--- src/rtl/lane_handoff_ctrl.sv ---
module lane_handoff_ctrl #(
  parameter int DEPTH  = 40,
  parameter int DATA_W = 16,
  parameter int ADDR_W = $clog2(DEPTH)
) (
  input  logic              clk,
  input  logic              rst,
  input  logic              en_i,
  input  logic              start_i,
  input  logic              done_i,
  input  logic              sw_busy_i,
  input  logic              wr_valid_i,
  input  logic [DATA_W-1:0] wr_data_i,
  input  logic [ADDR_W-1:0] rd_addr_i,
  output logic [DATA_W-1:0] rd_data_o,
  output logic              ready_o
);
  localparam int PTR_W = $clog2(DEPTH + 1);
  localparam logic [PTR_W-1:0] FULL = PTR_W'(DEPTH);

  typedef enum logic [2:0] {S_IDLE, S_FILL, S_READY, S_HOLD, S_REL} state_t;

  state_t           state, state_nx;
  logic [PTR_W-1:0] ptr;
  logic [DATA_W-1:0] mem [DEPTH];
  logic             full, wr_en;

  assign full  = (ptr == FULL);
  assign wr_en = (state == S_FILL) && wr_valid_i && !sw_busy_i && !full;

  always_comb begin
    state_nx = state;
    case (state)
      S_IDLE:  if (en_i && start_i) state_nx = S_FILL;
      S_FILL:  if (full && done_i)  state_nx = S_READY;
      S_READY: if (sw_busy_i)       state_nx = S_HOLD;
      S_HOLD:  if (!sw_busy_i)      state_nx = S_REL;
      S_REL:                        state_nx = S_IDLE;
      default:                      state_nx = S_IDLE;
    endcase
  end

  always_ff @(posedge clk) begin
    if (rst) begin
      state <= S_IDLE;
      ptr   <= '0;
    end else begin
      state <= state_nx;
      if (state == S_IDLE) ptr <= '0;
      else if (wr_en)      ptr <= ptr + 1'b1;
    end
  end

  always_ff @(posedge clk)
    if (wr_en) mem[ptr[ADDR_W-1:0]] <= wr_data_i;

  assign ready_o   = (state == S_READY) || (state == S_HOLD);
  assign rd_data_o = (32'(rd_addr_i) < DEPTH) ? mem[rd_addr_i] : '0;
endmodule


--- config.mk ---
export PLATFORM = sky130hd
export DESIGN_NAME = lane_handoff_ctrl
export DESIGN_NICKNAME = d
export VERILOG_FILES = /design/src/rtl/lane_handoff_ctrl.sv
export SDC_FILE = /design/constraint.sdc
export NUM_CORES = 1
export LEC_CHECK = 0
export BUFFER_PORTS_ARGS = -buffer_cell sky130_fd_sc_hd__buf_4
export CORE_ASPECT_RATIO = 0.8
export CORE_MARGIN = 2
export CORE_UTILIZATION = 52
export CTS_CLUSTER_DIAMETER = 50
export DETAILED_ROUTE_END_ITERATION = 16
export PLACE_DENSITY = 0.78
export SLEW_MARGIN = 5
export SYNTH_ARGS = -nofsm -noshare
export SYNTH_HDL_FRONTEND = slang
export SYNTH_SLANG_ARGS = --single-unit
--- constraint.sdc ---
create_clock -name clk -period 3.6 [get_ports clk]
set_clock_uncertainty 0.2 [all_clocks]
set_input_delay 0.18 -clock clk [delete_from_list [all_inputs] [get_ports clk]]
set_output_delay 0.18 -clock clk [all_outputs]
set_load 0.02 [all_outputs]
==> results of run 1 <==
worst max-delay path, stage by stage (launching register included):
cell	delay, ns
edfxtp_1	0.37
mux4_2	0.53
o32ai_1	0.50
buf_4	0.20
nor3_1	0.04
a22o_1	0.26
buf_4	0.16
sequential cells by signal (all words and copies together), names as in the netlist:
name and count:
mem 640, ptr 6, state 3
logic make-up after synthesis:
kind of cell | share of synthesized area (%)
flops | 76.6
buf+inv | 1.78
mux | 14.2
xor+xnor | 0.138
fa+ha+maj | 0.0988
simple gates | 2.78
compound gates | 4.37
report_power, final:
part | switching, W | leakage, nW | internal [W]
clock | 0.00262 | 0.865 | 0.00337
sequential | 0.00000209 | 5.82 | 0.00829
combinational | 0.000496 | 2.65 | 0.000306
total | 0.00312 | 9.34 | 0.0120
routing by layer:
| metal | up-vias | part of all wire, % | global-route usage [%] |
|---|---|---|---|
| met5 | - | 0.022 | 0 |
| met4 | 2 | 2.6 | 6.48 |
| met3 | 119 | 12 | 6.17 |
| met2 | 907 | 46 | 36.6 |
| met1 | 6761 | 39 | 34.6 |
| li1 | 5517 | - | - |
metrics by stage:
step | power [W] | cell area [sq um]
6_report | 0.0151 | 28700
4_1_cts | 0.0151 | 28700
5_1_grt | 0.0154 | 28700
2_1_floorplan | 0.00890 | 25300
3_3_place_gp | 0.00922 | 26700
3_5_place_dp | 0.00924 | 26700
final timing paths:
kind / from / end / slack (ns)
hold / removal: rst / state[2]$_SDFFE_PP0P_ / 0.15
setup reg to reg: state[0]$_SDFFE_PP0P_ / mem[39][7]$_DFFE_PP_ / 0.92
hold reg to reg: state[1]$_SDFFE_PP0P_ / state[2]$_SDFFE_PP0P_ / 0.36
setup / recovery: mem[11][5]$_DFFE_PP_ / rd_data_o[5] / 0.57
repair_timing:
action | 4_1_cts | 5_1_grt
hold endpoints to repair | 649 | 0
resized for setup | 0 | 0
hold buffers | 22 | 0
cell usage after synthesis, types with 2 or more instances:
cell type,n,area share [%]
edfxtp_1,640,76
mux2i_1,117,4.6
mux4_2,98,8.7
nor2_1,60,0.89
a21oi_1,33,0.65
buf_2,30,0.59
a22oi_1,29,0.86
nor3_1,26,0.51
o221ai_1,26,0.90
nand2_1,22,0.33
clkbuf_1,20,0.30
mux2_2,20,0.89
o22ai_1,15,0.37
a22o_1,12,0.42
buf_6,12,0.53
o32ai_1,12,0.42
nor2b_1,11,0.27
dfxtp_1,9,0.71
buf_4,7,0.21
nand2b_1,7,0.17
inv_1,5,0.074
a211oi_1,4,0.12
buf_1,4,0.059
o21ai_0,4,0.079
a2111oi_0,3,0.10
and2_1,3,0.074
nand3_1,3,0.059
o211ai_1,3,0.089
a221o_1,2,0.079
a311oi_1,2,0.069
a31oi_1,2,0.049
ha_1,2,0.099
nand4b_1,2,0.069
nor4_1,2,0.049
o31ai_1,2,0.059
or2_2,2,0.049
xnor2_1,2,0.069
xor2_1,2,0.069
area by class of cell:
class / instances / share of cell area (%)
clock buffers: 75 / 5.23
flip-flops and latches: 649 / 67.5
repair buffers: 152 / 4.38
inverters: 6 / 0.0783
clock inverters: 27 / 1.04
well taps: 629 / 2.74
multi-input cells: 541 / 19.0
==> flow_summary_export.csv, run 1 <==
group,metric,value,unit
layout,multi_input_area,5470,sq um
route,drt_iter0_drc,2141,
power_and_ir_drop,peakVddDrop,0.407,mV
die,dieWidth,251,um
global_route,antenna_found_initial,3,
die,dieArea,50500,sq um
synth,synth_ff_type,"edfxtp_1",
die,initial_utilization,52.5,%
route,via_count,13300,
layout,layout_commonest_cell,"edfxtp_1",
timing,hold_viol,0,
clock_tree,path_clk_slew,0.06,ns
route,via_per_inst,6.40,
synth,synth_async_sr_flop_share,0,%
setup_path,worstSetupPathType,"flip-flop to primary output",
clock_tree,cts_buffers,56,
min_path,hp-class,"input pin to flip-flop",
layout,fin_nets,1437,
min_path,holdPathStages,3,
layout,final_core_util,59.6,%
route,totalWireLength,60.0,mm
setup_path,worstSetupStartpointType,"flip-flop",
timing,whs,0.154,ns
die,die_h,201,um
route,antenna_left,0,
global_route,grt_start_max_net_pins,79,
place,routabilityCongestion,0.836,
synth,synth.distinct_cells,52,
synth,synth_edf_count,640,
setup_path,critPathRequiredTime,3.22,ns
clock_tree,cts_htree_levels,2,
layout,fill_cells,3281,
clock_tree,cts_tree,"done",
layout,syn2layout_area_growth,13.5,%
global_route,first_global_vias,13300,
timing,period_needed,3.03,ns
setup_path,path_max_fanout,1,
place,dp_slack,0.633,ns
setup_path,cp_data_arrival_time,2.65,ns
global_route,grt_pass1_wl,87.9,mm
clock_tree,clock_sinks,649,
timing,worst_slew_pin_slew,0.940,ns
synth,syn_area,25300,sq um
timing,finalSetupViolCount,0,
run,max-cap-violations,0,
timing,layout_setup_ws,0.571,ns
timing,finalCritPeriodShare,84.1,%
timing,finalSetupTns,0,ns
synth,syn-num-nets,1300,
route,first_pass_iters,7,
power_and_ir_drop,power_density,525,nW/um^2
power_and_ir_drop,total_leakage_power,9.34,nW
die,ios,46,
timing,fmax,330,MHz
place,place_hpwl,37.2,mm
global_route,grt_util_all_layers,23.9,%
clock_tree,clock_path_buffers,3,
route,drc_errors,0,
timing,relSlewSlack,37.3,%
place,dp.cells,1955,
die,core-area,48200,sq um
layout,drive_gt1_share,22.6,%
timing,rsz0062_at_grt,"false",
setup_path,critPathCaptureType,"primary output",
synth,synthCells,1269,
clock_tree,postCtsSetupRepairBufs,0,
layout,diodes,0,
synth,avgSynthCellArea,20.0,sq um
place,io_buffers,45,
layout,layout_common_cells,"640 x edfxtp_1, 124 x buf_4, 117 x mux2i_1",
clock_tree,clock_latency,0.59,ns
clock_tree,root_buffer,"clkbuf_16",
timing,maxSlewViolCount,0,
synth,ys_seq_area_share,76.6,%
outcome,status,"completed",
synth,yosys_warnings,0,
synth,synth_seq_cells,649,
setup_path,reg2reg_depth,4,
die,rows,72,
route,wl_per_cell,28.8,um
layout,stdcell_count,2079,
global_route,overflow,0,
layout,ff_latch_area,19400,sq um
Note: power is estimated with default switching activity, not from simulation.
==> run 2, diff against run 1 <==
--- a/config.mk
+++ b/config.mk
@@ -11,7 +11,7 @@
 export CORE_UTILIZATION = 52
 export CTS_CLUSTER_DIAMETER = 50
 export DETAILED_ROUTE_END_ITERATION = 16
-export PLACE_DENSITY = 0.78
+export PLACE_DENSITY = 0.81
 export SLEW_MARGIN = 5
 export SYNTH_ARGS = -nofsm -noshare
 export SYNTH_HDL_FRONTEND = slang
==> constraint.sdc (replaced) <==
create_clock -name clk -period 2.6 [get_ports clk]
set_clock_uncertainty 0.2 [all_clocks]
set_input_delay 0.13 -clock clk [delete_from_list [all_inputs] [get_ports clk]]
set_output_delay 0.13 -clock clk [all_outputs]
set_load 0.02 [all_outputs]
==> run 2 against run 1 <==
- the run now ends with setup timing left
- routed wire length rose by 7.4%
- global-route usage rose by 1.7 points
- clock power rose by 44%
- final cell count rose by 1.5%
- combinational power rose by 61%
- sequential share of layout area fell by 2.7 points
- critical path depth rose by 1
- final area rose by 4.1%
- largest cell class unchanged
- via count rose by 4.6%
==> flow_summary_export.csv, run 2 (same netlist as run 1, synthesis figures left out) <==
group,metric,value,unit
setup_path,worstSetupPathType,"flip-flop to primary output",
route,first_pass_iters,6,
timing,finalSetupViolCount,14,
clock_tree,cts_htree_levels,2,
layout,syn2layout_area_growth,18.2,%
timing,hold_viol,0,
layout,layout_common_cells,"640 x edfxtp_1, 117 x mux2i_1, 100 x buf_4",
run,max-cap-violations,0,
min_path,hp-class,"input pin to flip-flop",
die,core-area,48200,sq um
route,via_count,13900,
clock_tree,root_buffer,"clkbuf_16",
setup_path,worstSetupStartpointType,"flip-flop",
clock_tree,path_clk_slew,0.07,ns
place,dp.cells,1983,
timing,fmax,367,MHz
place,routabilityCongestion,0.855,
power_and_ir_drop,total_leakage_power,9.74,nW
timing,rsz0062_at_grt,"true",
timing,worst_slew_pin_slew,0.654,ns
route,via_per_inst,6.60,
clock_tree,cts_buffers,57,
global_route,overflow,0,
layout,fin_nets,1463,
clock_tree,clock_latency,0.60,ns
die,initial_utilization,52.5,%
place,place_hpwl,38.4,mm
timing,period_needed,2.72,ns
route,drc_errors,0,
setup_path,critPathRequiredTime,2.27,ns
layout,drive_gt1_share,28.4,%
global_route,antenna_found_initial,2,
layout,multi_input_area,5850,sq um
die,die_h,201,um
power_and_ir_drop,peakVddDrop,0.588,mV
timing,maxSlewViolCount,0,
power_and_ir_drop,finalPower,0.0214,W
setup_path,path_max_fanout,1,
timing,finalCritPeriodShare,105,%
layout,layout_commonest_cell,"edfxtp_1",
die,dieArea,50500,sq um
layout,ff_latch_area,19400,sq um
route,drt_iter0_drc,1970,
outcome,violations,"setup timing",
global_route,grt_util_all_layers,25.6,%
power_and_ir_drop,power_density,715,nW/um^2
clock_tree,clock_sinks,649,
layout,largest_register_ffs,640,
outcome,status,"finished with violations",
die,rows,72,
route,totalWireLength,64.4,mm
timing,whs,0.0755,ns
setup_path,cp_data_arrival_time,2.39,ns
layout,fill_cells,3063,
route,wl_per_cell,30.5,um
global_route,grt_pass1_wl,93.5,mm
timing,relSlewSlack,56.0,%
global_route,grt_start_max_net_pins,65,
clock_tree,cts_tree,"done",
timing,layout_setup_ws,-0.124,ns
layout,stdcell_count,2110,
global_route,first_global_vias,14000,
clock_tree,clock_path_buffers,3,
die,ios,46,
setup_path,critPathCaptureType,"primary output",
route,antenna_left,0,
die,dieWidth,251,um
place,io_buffers,45,
clock_tree,postCtsSetupRepairBufs,0,
==> run 2: stage by stage <==
step	worst slack, ns	TNS [ns]	area (sq um)	utilization (%)
global placement	0.117	0	27400	56.9
finish	-0.124	-0.896	29900	62.1
CTS	-0.102	-0.792	29800	61.9
floorplan	0.0792	0	25300	-
detailed placement	0.102	0	27400	56.9
global route	-0.156	-1.49	29900	62.1
==> run 2: report_power, final <==
group | total [W] | switching [W] | internal (W)
clock network | 0.00861 | 0.00374 | 0.00487
logic | 0.00129 | 0.000774 | 0.000512
registers | 0.0115 | 0.00000340 | 0.0115
==> run 2: routing by layer <==
metal	part of all wire [%]	wire, um	track usage, %
met2	46	29900	39.7
met1	37	23800	36.0
met4	3.6	2310	8.45
met3	13	8380	6.36
met5	0	0	0
==> run 2: worst paths after layout <==
path / startpoint / cells past startpoint / end / slack (ns)
max: mem[15][14]$_DFFE_PP_ / 7 / rd_data_o[14] / -0.12
min: rst / 3 / state[2]$_SDFFE_PP0P_ / 0.08
max reg2reg: state[1]$_SDFFE_PP0P_ / 6 / mem[30][14]$_DFFE_PP_ / 0.22
min reg2reg: state[2]$_SDFFE_PP0P_ / 1 / state[2]$_SDFFE_PP0P_ / 0.36
==> run 2: what timing repair did <==
item,in CTS,in global routing
gates resized for setup,55,20
endpoints found under the setup margin,15,16
hold endpoints to repair,649,0
pin swaps,16,11
hold buffers,22,0
==> run 2: final cells by class <==
type | instances | area share [%]
antenna | 1 | 0.00836
clock buffer | 77 | 5.29
clock inverter | 30 | 1.03
inverter | 6 | 0.0752
multi-input combinational | 541 | 19.5
sequential | 649 | 64.8
tap | 629 | 2.63
timing repair buffer | 177 | 6.62
==> run 2: worst max-delay path, stage by stage, from the launching register on <==
cell and delay (ns):
edfxtp_1 0.39, mux4_2 0.54, nand2_2 0.12, a21oi_4 0.07, a221oi_2 0.26, buf_4 0.18
a31oi_4 0.08, buf_6 0.15
